$ cat src/rtl/sc32_pkg.sv
package sc32_pkg;
  localparam int XLEN = 32;
  localparam int RAW  = 5;
  localparam int NREG = 1 << RAW;

  localparam logic [5:0] OP_REG  = 6'd0;
  localparam logic [5:0] OP_J    = 6'd2;
  localparam logic [5:0] OP_JAL  = 6'd3;
  localparam logic [5:0] OP_BEQ  = 6'd4;
  localparam logic [5:0] OP_BNE  = 6'd5;
  localparam logic [5:0] OP_ADDI = 6'd8;
  localparam logic [5:0] OP_SLTI = 6'd10;
  localparam logic [5:0] OP_ORI  = 6'd13;
  localparam logic [5:0] OP_LUI  = 6'd15;
  localparam logic [5:0] OP_LB   = 6'd32;
  localparam logic [5:0] OP_LW   = 6'd35;
  localparam logic [5:0] OP_SB   = 6'd40;
  localparam logic [5:0] OP_SW   = 6'd43;

  localparam logic [5:0] FN_JR  = 6'd8;
  localparam logic [5:0] FN_ADD = 6'd32;
  localparam logic [5:0] FN_SUB = 6'd34;
  localparam logic [5:0] FN_SLT = 6'd42;

  typedef enum logic [2:0] {ALU_ADD, ALU_SUB, ALU_SLT, ALU_OR, ALU_PASSB} alu_op_e;
  typedef enum logic [1:0] {IMM_SEXT, IMM_ZEXT, IMM_UPPER} imm_kind_e;
  typedef enum logic [1:0] {DST_RD, DST_RT, DST_LINK} dst_sel_e;

  typedef struct packed {
    logic      reg_we;
    dst_sel_e  dst;
    alu_op_e   alu;
    logic      use_imm;
    imm_kind_e imm_kind;
    logic      mem_rd;
    logic      mem_wr;
    logic      mem_byte;
    logic      br_eq;
    logic      br_ne;
    logic      jump;
    logic      jump_reg;
    logic      link;
  } ctrl_t;
endpackage

$ cat src/rtl/sc32_decode.sv
module sc32_decode
  import sc32_pkg::*;
(
  input  logic [5:0]      op,
  input  logic [5:0]      fn,
  input  logic [15:0]     imm16,
  output ctrl_t           ctrl,
  output logic [XLEN-1:0] imm_ext
);
  always_comb begin
    ctrl          = '0;
    ctrl.dst      = DST_RD;
    ctrl.alu      = ALU_ADD;
    ctrl.imm_kind = IMM_SEXT;
    case (op)
      OP_REG: begin
        case (fn)
          FN_ADD: begin ctrl.reg_we = 1'b1; ctrl.alu = ALU_ADD; end
          FN_SUB: begin ctrl.reg_we = 1'b1; ctrl.alu = ALU_SUB; end
          FN_SLT: begin ctrl.reg_we = 1'b1; ctrl.alu = ALU_SLT; end
          FN_JR:  ctrl.jump_reg = 1'b1;
          default: ;
        endcase
      end
      OP_ADDI: begin ctrl.reg_we = 1'b1; ctrl.dst = DST_RT; ctrl.use_imm = 1'b1; end
      OP_SLTI: begin
        ctrl.reg_we = 1'b1; ctrl.dst = DST_RT; ctrl.use_imm = 1'b1; ctrl.alu = ALU_SLT;
      end
      OP_ORI: begin
        ctrl.reg_we = 1'b1; ctrl.dst = DST_RT; ctrl.use_imm = 1'b1;
        ctrl.alu = ALU_OR; ctrl.imm_kind = IMM_ZEXT;
      end
      OP_LUI: begin
        ctrl.reg_we = 1'b1; ctrl.dst = DST_RT; ctrl.use_imm = 1'b1;
        ctrl.alu = ALU_PASSB; ctrl.imm_kind = IMM_UPPER;
      end
      OP_LW, OP_LB: begin
        ctrl.reg_we = 1'b1; ctrl.dst = DST_RT; ctrl.use_imm = 1'b1;
        ctrl.mem_rd = 1'b1; ctrl.mem_byte = (op == OP_LB);
      end
      OP_SW, OP_SB: begin
        ctrl.use_imm = 1'b1; ctrl.mem_wr = 1'b1; ctrl.mem_byte = (op == OP_SB);
      end
      OP_BEQ: ctrl.br_eq = 1'b1;
      OP_BNE: ctrl.br_ne = 1'b1;
      OP_J:   ctrl.jump = 1'b1;
      OP_JAL: begin
        ctrl.jump = 1'b1; ctrl.link = 1'b1; ctrl.reg_we = 1'b1; ctrl.dst = DST_LINK;
      end
      default: ;
    endcase
  end

  always_comb begin
    case (ctrl.imm_kind)
      IMM_ZEXT:  imm_ext = {{(XLEN-16){1'b0}}, imm16};
      IMM_UPPER: imm_ext = {imm16, {(XLEN-16){1'b0}}};
      default:   imm_ext = {{(XLEN-16){imm16[15]}}, imm16};
    endcase
  end
endmodule

$ cat src/rtl/sc32_alu.sv
module sc32_alu
  import sc32_pkg::*;
#(
  parameter int W = XLEN
) (
  input  alu_op_e      op,
  input  logic [W-1:0] a,
  input  logic [W-1:0] b,
  output logic [W-1:0] y
);
  logic lt;
  assign lt = $signed(a) < $signed(b);

  always_comb begin
    case (op)
      ALU_SUB:   y = a - b;
      ALU_SLT:   y = {{(W-1){1'b0}}, lt};
      ALU_OR:    y = a | b;
      ALU_PASSB: y = b;
      default:   y = a + b;
    endcase
  end
endmodule

$ cat src/rtl/sc32_regbank.sv
module sc32_regbank #(
  parameter int W  = 32,
  parameter int AW = 5
) (
  input  logic          clk,
  input  logic          we,
  input  logic [AW-1:0] wa,
  input  logic [W-1:0]  wd,
  input  logic [AW-1:0] ra_a,
  output logic [W-1:0]  rd_a,
  input  logic [AW-1:0] ra_b,
  output logic [W-1:0]  rd_b
);
  localparam int DEPTH = 1 << AW;

  logic [W-1:0] mem [DEPTH];

  always_ff @(posedge clk) begin
    if (we && (wa != '0)) mem[wa] <= wd;
  end

  assign rd_a = (ra_a == '0) ? '0 : mem[ra_a];
  assign rd_b = (ra_b == '0) ? '0 : mem[ra_b];
endmodule

$ cat src/rtl/sc32_core.sv
module sc32_core
  import sc32_pkg::*;
#(
  parameter logic [XLEN-1:0] RESET_PC = '0
) (
  input  logic            clk,
  input  logic            rst,
  output logic [XLEN-1:0] imem_addr,
  input  logic [XLEN-1:0] imem_data,
  output logic [XLEN-1:0] dmem_addr,
  output logic [XLEN-1:0] dmem_wdata,
  output logic [3:0]      dmem_be,
  output logic            dmem_we,
  input  logic [XLEN-1:0] dmem_rdata
);
  localparam logic [RAW-1:0] LINK_REG = RAW'(NREG - 1);

  logic [XLEN-1:0] pc_q, pc_plus4, pc_next, br_target, j_target;
  logic [RAW-1:0]  rs, rt, rd, rf_wa;
  ctrl_t           ctrl;
  logic [XLEN-1:0] imm_ext, rs_val, rt_val, alu_b, alu_y, ld_val, wb_data;
  logic [7:0]      ld_byte;
  logic [1:0]      lane;
  logic            rf_we, taken;

  assign rs = imem_data[25:21];
  assign rt = imem_data[20:16];
  assign rd = imem_data[15:11];

  sc32_decode u_dec (
    .op      (imem_data[31:26]),
    .fn      (imem_data[5:0]),
    .imm16   (imem_data[15:0]),
    .ctrl    (ctrl),
    .imm_ext (imm_ext)
  );

  sc32_regbank #(.W(XLEN), .AW(RAW)) u_rf (
    .clk  (clk),
    .we   (rf_we),
    .wa   (rf_wa),
    .wd   (wb_data),
    .ra_a (rs),
    .rd_a (rs_val),
    .ra_b (rt),
    .rd_b (rt_val)
  );

  assign alu_b = ctrl.use_imm ? imm_ext : rt_val;

  sc32_alu #(.W(XLEN)) u_alu (
    .op (ctrl.alu),
    .a  (rs_val),
    .b  (alu_b),
    .y  (alu_y)
  );

  // Big-endian lane steering for byte access
  assign lane = alu_y[1:0];
  always_comb begin
    case (lane)
      2'd0:    ld_byte = dmem_rdata[31:24];
      2'd1:    ld_byte = dmem_rdata[23:16];
      2'd2:    ld_byte = dmem_rdata[15:8];
      default: ld_byte = dmem_rdata[7:0];
    endcase
  end
  assign ld_val = ctrl.mem_byte ? {{(XLEN-8){ld_byte[7]}}, ld_byte} : dmem_rdata;

  always_comb begin
    case (ctrl.dst)
      DST_RT:   rf_wa = rt;
      DST_LINK: rf_wa = LINK_REG;
      default:  rf_wa = rd;
    endcase
  end

  assign wb_data = ctrl.link ? pc_plus4 : (ctrl.mem_rd ? ld_val : alu_y);
  assign rf_we   = ctrl.reg_we & ~rst;

  assign dmem_addr  = alu_y;
  assign dmem_we    = ctrl.mem_wr & ~rst;
  assign dmem_be    = ctrl.mem_byte ? (4'b1000 >> lane) : 4'b1111;
  assign dmem_wdata = ctrl.mem_byte ? {4{rt_val[7:0]}} : rt_val;

  // Next-PC selection
  assign pc_plus4  = pc_q + XLEN'(4);
  assign br_target = pc_plus4 + {imm_ext[XLEN-3:0], 2'b00};
  assign j_target  = {pc_plus4[XLEN-1:XLEN-4], imem_data[25:0], 2'b00};
  assign taken     = (ctrl.br_eq && (rs_val == rt_val)) || (ctrl.br_ne && (rs_val != rt_val));

  always_comb begin
    if (ctrl.jump_reg)  pc_next = rs_val;
    else if (ctrl.jump) pc_next = j_target;
    else if (taken)     pc_next = br_target;
    else                pc_next = pc_plus4;
  end

  always_ff @(posedge clk) begin
    if (rst) pc_q <= RESET_PC;
    else     pc_q <= pc_next;
  end

  assign imem_addr = pc_q;

  // straight-line flow advances by one word
  p_seq_pc_r2: assert property (@(posedge clk) disable iff (rst)
    (!ctrl.jump && !ctrl.jump_reg && !taken) |=> (pc_q == $past(pc_q) + XLEN'(4)));

  // taken branch lands at word offset from the following instruction
  p_branch_target_r9: assert property (@(posedge clk) disable iff (rst)
    (taken && !ctrl.jump && !ctrl.jump_reg) |=>
      (pc_q == $past(pc_q) + XLEN'(4) + {$past(imm_ext[XLEN-3:0]), 2'b00}));

  // a store enables all lanes or exactly one
  p_store_strobe_r8: assert property (@(posedge clk) disable iff (rst)
    dmem_we |-> (ctrl.mem_byte ? ($countones(dmem_be) == 1) : (dmem_be == 4'hF)));

  // the link register holds the return address after a call
  p_link_value_r11: assert property (@(posedge clk) disable iff (rst)
    ctrl.link |=> (u_rf.mem[LINK_REG] == $past(pc_q) + XLEN'(4)));

  // a register write lands in the addressed entry
  p_write_lands_r3: assert property (@(posedge clk) disable iff (rst)
    (rf_we && (rf_wa != '0)) |=> (u_rf.mem[$past(rf_wa)] == $past(wb_data)));
endmodule

$ cat config.mk
export PLATFORM = sky130hd
export DESIGN_NAME = sc32_core
export DESIGN_NICKNAME = d
export VERILOG_FILES = /design/src/rtl/sc32_pkg.sv /design/src/rtl/sc32_decode.sv /design/src/rtl/sc32_alu.sv /design/src/rtl/sc32_regbank.sv /design/src/rtl/sc32_core.sv
export SDC_FILE = /design/constraint.sdc
export NUM_CORES = 2
export LEC_CHECK = 0
export ABC_CLOCK_PERIOD_IN_PS = 16000
export BUFFER_PORTS_ARGS = -buffer_cell sky130_fd_sc_hd__buf_2
export CAP_MARGIN = 20
export CORE_ASPECT_RATIO = 0.6
export CORE_MARGIN = 2
export CORE_UTILIZATION = 45
export CTS_BUF_LIST = sky130_fd_sc_hd__clkbuf_8 sky130_fd_sc_hd__clkbuf_16
export DETAILED_ROUTE_END_ITERATION = 8
export MAX_ROUTING_LAYER = met4
export PLACE_DENSITY = 0.61
export SETUP_SLACK_MARGIN = 0.05
export SLEW_MARGIN = 20
export SYNTH_ARGS = -nofsm -noshare
export SYNTH_HDL_FRONTEND = slang
export SYNTH_SLANG_ARGS = --single-unit
$ cat constraint.sdc
create_clock -name clk -period 16 [get_ports clk]
set_input_delay 4.8 -clock clk [delete_from_list [all_inputs] [get_ports clk]]
set_output_delay 4.8 -clock clk [all_outputs]
set_load 0.01 [all_outputs]
==> qor.log <==
qor: placed_design.io_buffers 166
qor: clocking.clk_path_buf_depth 3
qor: worst_setup_path.ff2ff_path_depth 20
qor: clocking.ctsHtreeMaxLevel 3
qor: timing.report.final.slew_viol_count 0
qor: clocking.clkLatencyLatePin 0.74 ns
qor: flow_run.number_of_maximum_capacitance_violations 0
qor: global_routing.grt_start_max_net_pins 62
qor: floorplan.design.portCount 167
qor: logic_synthesis.most_used_flip_flop_cell_after_synthesis sky130_fd_sc_hd__edfxtp_1
qor: worst_setup_path.crit_required 11.20 ns
qor: final_layout.fin_nets 4359
qor: logic_synthesis.synth.area.top_cells sky130_fd_sc_hd__edfxtp_1 (53%), sky130_fd_sc_hd__mux4_2 (20%), sky130_fd_sc_hd__ha_1 (3.0%)
qor: route.top_signal_layer_used met4
qor: logic_synthesis.synthesis.instances 3836
qor: route.drt-pass1-iter-count 6
qor: logic_synthesis.synth_cell_types 92
qor: route.wl_per_cell 37.9 um
qor: logic_synthesis.netlist.area_leader.share 52.7%
qor: route.met3_length 34900 um
qor: floorplan.design.core.area 129000 um^2
qor: route.antenna_left 0
qor: timing.rsz_0062_raised_after_global_routing false
qor: clocking.cts_root_buffer sky130_fd_sc_hd__clkbuf_16
qor: placed_design.gp_congestion 1.10
qor: timing.final-hold-violation-count 0
qor: power.power.share.switching 31.3%
qor: route.drt_wl_total 226000 um
qor: power.powerDensity 118 nW/um^2
qor: timing.fmax 0.0634 GHz
qor: logic_synthesis.syn_avg_cell_area 15.2 um^2
qor: timing.max_slew.worst_pin.slew 1.18 ns
qor: route.detail_route.vias_per_cell 6.89
qor: floorplan.num_rows 102
qor: logic_synthesis.synthMostInstantiatedCell sky130_fd_sc_hd__edfxtp_1
qor: route.vias 41000
qor: power.p_clk_share 30.2%
qor: timing.skew 0.0569 ns
qor: timing.setup_tns 0 ns
qor: logic_synthesis.postSynth.asyncResetShare 0%
qor: outcome.run_status complete, no violations
qor: power.power.share.sequential 44.7%
qor: worst_setup_path.worstPathArrival 10.97 ns
qor: worst_setup_path.crit_path_start_kind input pin
qor: logic_synthesis.synth.top_cells.by_count sky130_fd_sc_hd__edfxtp_1 (1024), sky130_fd_sc_hd__mux4_2 (526), sky130_fd_sc_hd__nor2_1 (214), sky130_fd_sc_hd__nand2_1 (198), sky130_fd_sc_hd__a21oi_1 (151)
qor: logic_synthesis.synth-seq-area-share 53.8%
qor: placed_design.placedCellCount 5762
qor: logic_synthesis.postSynthRegisterBits 1056
qor: route.post_route_drc 0
qor: logic_synthesis.syn_area 58400 um^2
qor: power.p_comb_share 25.1%
qor: worst_setup_path.timing.critical_path.to_type output port
qor: timing.finalSetupViolations 0
qor: final_layout.area_growth_syn_to_layout 13.0%
qor: final_layout.final_layout_size_suffix_gt1_share 30.4%
qor: clocking.cts_hold_buf 0
qor: clocking.cts.sink_count 1056
qor: power.power.static_leakage 22.8 nW
qor: min_path.min-delay-path-class reg -> reg
qor: timing.period_needed 15.77 ns
qor: global_routing.first_global_vias 38300
qor: clocking.clk_pin_slew 0.07 ns
qor: final_layout.num-fill-cells 10900
qor: logic_synthesis.yosysTopAreaCell sky130_fd_sc_hd__edfxtp_1
qor: power.power_report.internal_total 5.33 mW
qor: logic_synthesis.synth-edff-count 1024
qor: placed_design.hpwl_detailed 155000 um
qor: floorplan.start_util 45.3%
qor: timing.max-slew-margin-rel 21.6%
qor: route.met1_length 97800 um
qor: global_routing.grt_first_pass_wirelength 310000 um
qor: route.wl_met2 87400 um
qor: power.switching_power 2.43 mW
qor: worst_setup_path.critPathMaxFanout 58
qor: global_routing.grt_use_total 34.6%
qor: clocking.tritoncts yes
qor: global_routing.antenna_violations_before_repair 12
qor: logic_synthesis.synth_warn 0
qor: final_layout.final_std_cells_w_o_fill 5955
qor: min_path.min_delay_path_depth 2
qor: clocking.numCtsBuffers 99
qor: timing.final_worst_path_cycle_share 98.6%
qor: global_routing.globalRoute.totalOverflow 0
qor: route.drt-initial-drc-count 7136
qor: power.ir_drop 0.101 mV
qor: floorplan.fp.dieW 469 um
qor: floorplan.die_y 283 um
qor: worst_setup_path.critical_path_class in -> out
qor: floorplan.die-area 133000 um^2
[power by group through the flow]
stage               Clock (mW)  Combinational (mW)  Sequential [mW]
floorplan                    0                1.04             3.53
global placement             0                1.87             3.53
detailed placement           0                1.88             3.53
CTS                       2.36                1.88             3.47
global route              2.47                2.04             3.47
finish                    2.34                1.95             3.47
[kinds of logic (layout without fill, tap and decap cells)]
logic type / Yosys count / after routing / synth area share, %
buffers and inverters: 395 / 754 / 3.40
other: 1 / 45 / 0.00642
muxes: 714 / 714 / 23.8
xor gates and xnor gates: 119 / 119 / 1.78
AOI/OAI and AO/OA: 725 / 725 / 8.73
DFF: 1056 / 1056 / 53.8
and+or+nand+nor: 681 / 681 / 5.41
adders and majority gates: 145 / 145 / 3.15
[area by class of cell]
type	instances	area [um^2]	share of cell area (%)
repair buffers	429	3110	4.71
flip-flops and latches	1056	31400	47.6
diodes	13	32.5	0.0493
multi-input cells	2416	25700	38.9
inverters	146	553	0.838
well taps	1716	2150	3.25
clock inverters	77	557	0.844
clock buffers	102	2550	3.87
[layout by cell type (no fill, tap or decap), drive strengths merged, types with 14 or more instances in the layout]
| cell | netlist | layout |
|---|---|---|
| nand2 | 199 | 199 |
| o21a | 19 | 19 |
| mux4 | 530 | 530 |
| conb | 1 | 32 |
| a22oi | 45 | 45 |
| mux2 | 67 | 67 |
| mux2i | 117 | 117 |
| a211oi | 18 | 18 |
| nand3 | 53 | 53 |
| a211o | 14 | 14 |
| nor2 | 215 | 215 |
| nand2b | 26 | 26 |
| xnor2 | 79 | 79 |
| o31ai | 18 | 18 |
| xor2 | 40 | 40 |
| o221ai | 41 | 41 |
| edfxtp | 1024 | 1024 |
| nor2b | 15 | 15 |
| dfxtp | 32 | 32 |
| nor3 | 37 | 37 |
| a21o | 45 | 45 |
| o21bai | 18 | 18 |
| ha | 142 | 142 |
| inv | 146 | 169 |
| and3 | 16 | 16 |
| clkbuf | 114 | 102 |
| nand4 | 26 | 26 |
| a31oi | 21 | 21 |
| o211ai | 34 | 34 |
| buf | 135 | 429 |
| o21ai | 116 | 116 |
| a221oi | 41 | 41 |
| a21oi | 152 | 152 |
| clkinv | 0 | 44 |
| o22ai | 55 | 55 |
| a22o | 21 | 21 |
| and2 | 35 | 35 |
[worst max-delay path, stage by stage]
cell	delay [ns]
sky130_fd_sc_hd__buf_8	0.20
sky130_fd_sc_hd__buf_12	0.42
sky130_fd_sc_hd__buf_4	0.40
sky130_fd_sc_hd__mux4_2	0.56
sky130_fd_sc_hd__mux4_2	0.50
sky130_fd_sc_hd__a22o_1	0.33
sky130_fd_sc_hd__mux2_2	0.35
sky130_fd_sc_hd__inv_1	0.12
sky130_fd_sc_hd__ha_1	0.27
sky130_fd_sc_hd__nand3_1	0.16
sky130_fd_sc_hd__nor2_1	0.52
sky130_fd_sc_hd__o211ai_1	0.19
sky130_fd_sc_hd__o211ai_1	0.14
sky130_fd_sc_hd__buf_4	0.21
sky130_fd_sc_hd__o211ai_1	0.11
sky130_fd_sc_hd__buf_4	0.19
sky130_fd_sc_hd__a21oi_1	0.22
sky130_fd_sc_hd__nor2_1	0.17
sky130_fd_sc_hd__o2111a_1	0.27
sky130_fd_sc_hd__nor3_1	0.20
sky130_fd_sc_hd__o21a_1	0.29
sky130_fd_sc_hd__inv_1	0.07
sky130_fd_sc_hd__buf_2	0.15
[flip-flops by register name, summed over array words and instances, names as in the netlist]
register	cells
u_rf.mem	1024
imem_addr	32
[path summary, 6_finish.rpt]
| kind | endpoint | from | slack [ns] |
|---|---|---|---|
| min | imem_addr[0] | imem_addr[0] | 0.52 |
| min reg2reg | imem_addr[0] | imem_addr[0] | 0.52 |
| max | dmem_addr[28] | imem_data[16] | 0.23 |
| max reg2reg | u_rf.mem[20][4] | u_rf.mem[11][0] | 8.38 |
[layer usage]
layer | vias to the layer above | global-route usage [%]
met2 | 3044 | 42.4
met4 | 0 | 7.57
met3 | 331 | 13.4
met1 | 21400 | 53.3
met5 | - | -
li1 | 16300 | -
[metrics by stage]
step	instance area (um^2)	hold slack, ns	power (mW)	utilization [%]	setup WS [ns]
CTS	65900	0.515	7.71	51.1	0.187
detailed placement	62800	0.506	5.41	48.7	0.234
global route	66000	0.552	7.98	51.2	0.0502
floorplan	58500	0.505	4.58	-	1.23
finish	66000	0.515	7.76	51.2	0.226
global placement	62800	0.491	5.40	48.7	0.225
[timing repair]
item | CTS | global route
resized for setup | 0 | 4
endpoints found under the hold margin | 0 | 0
setup buffers | 0 | 1
endpoints found under the setup margin | 0 | 9
No activity file was read; power rests on OpenSTA's default activity.
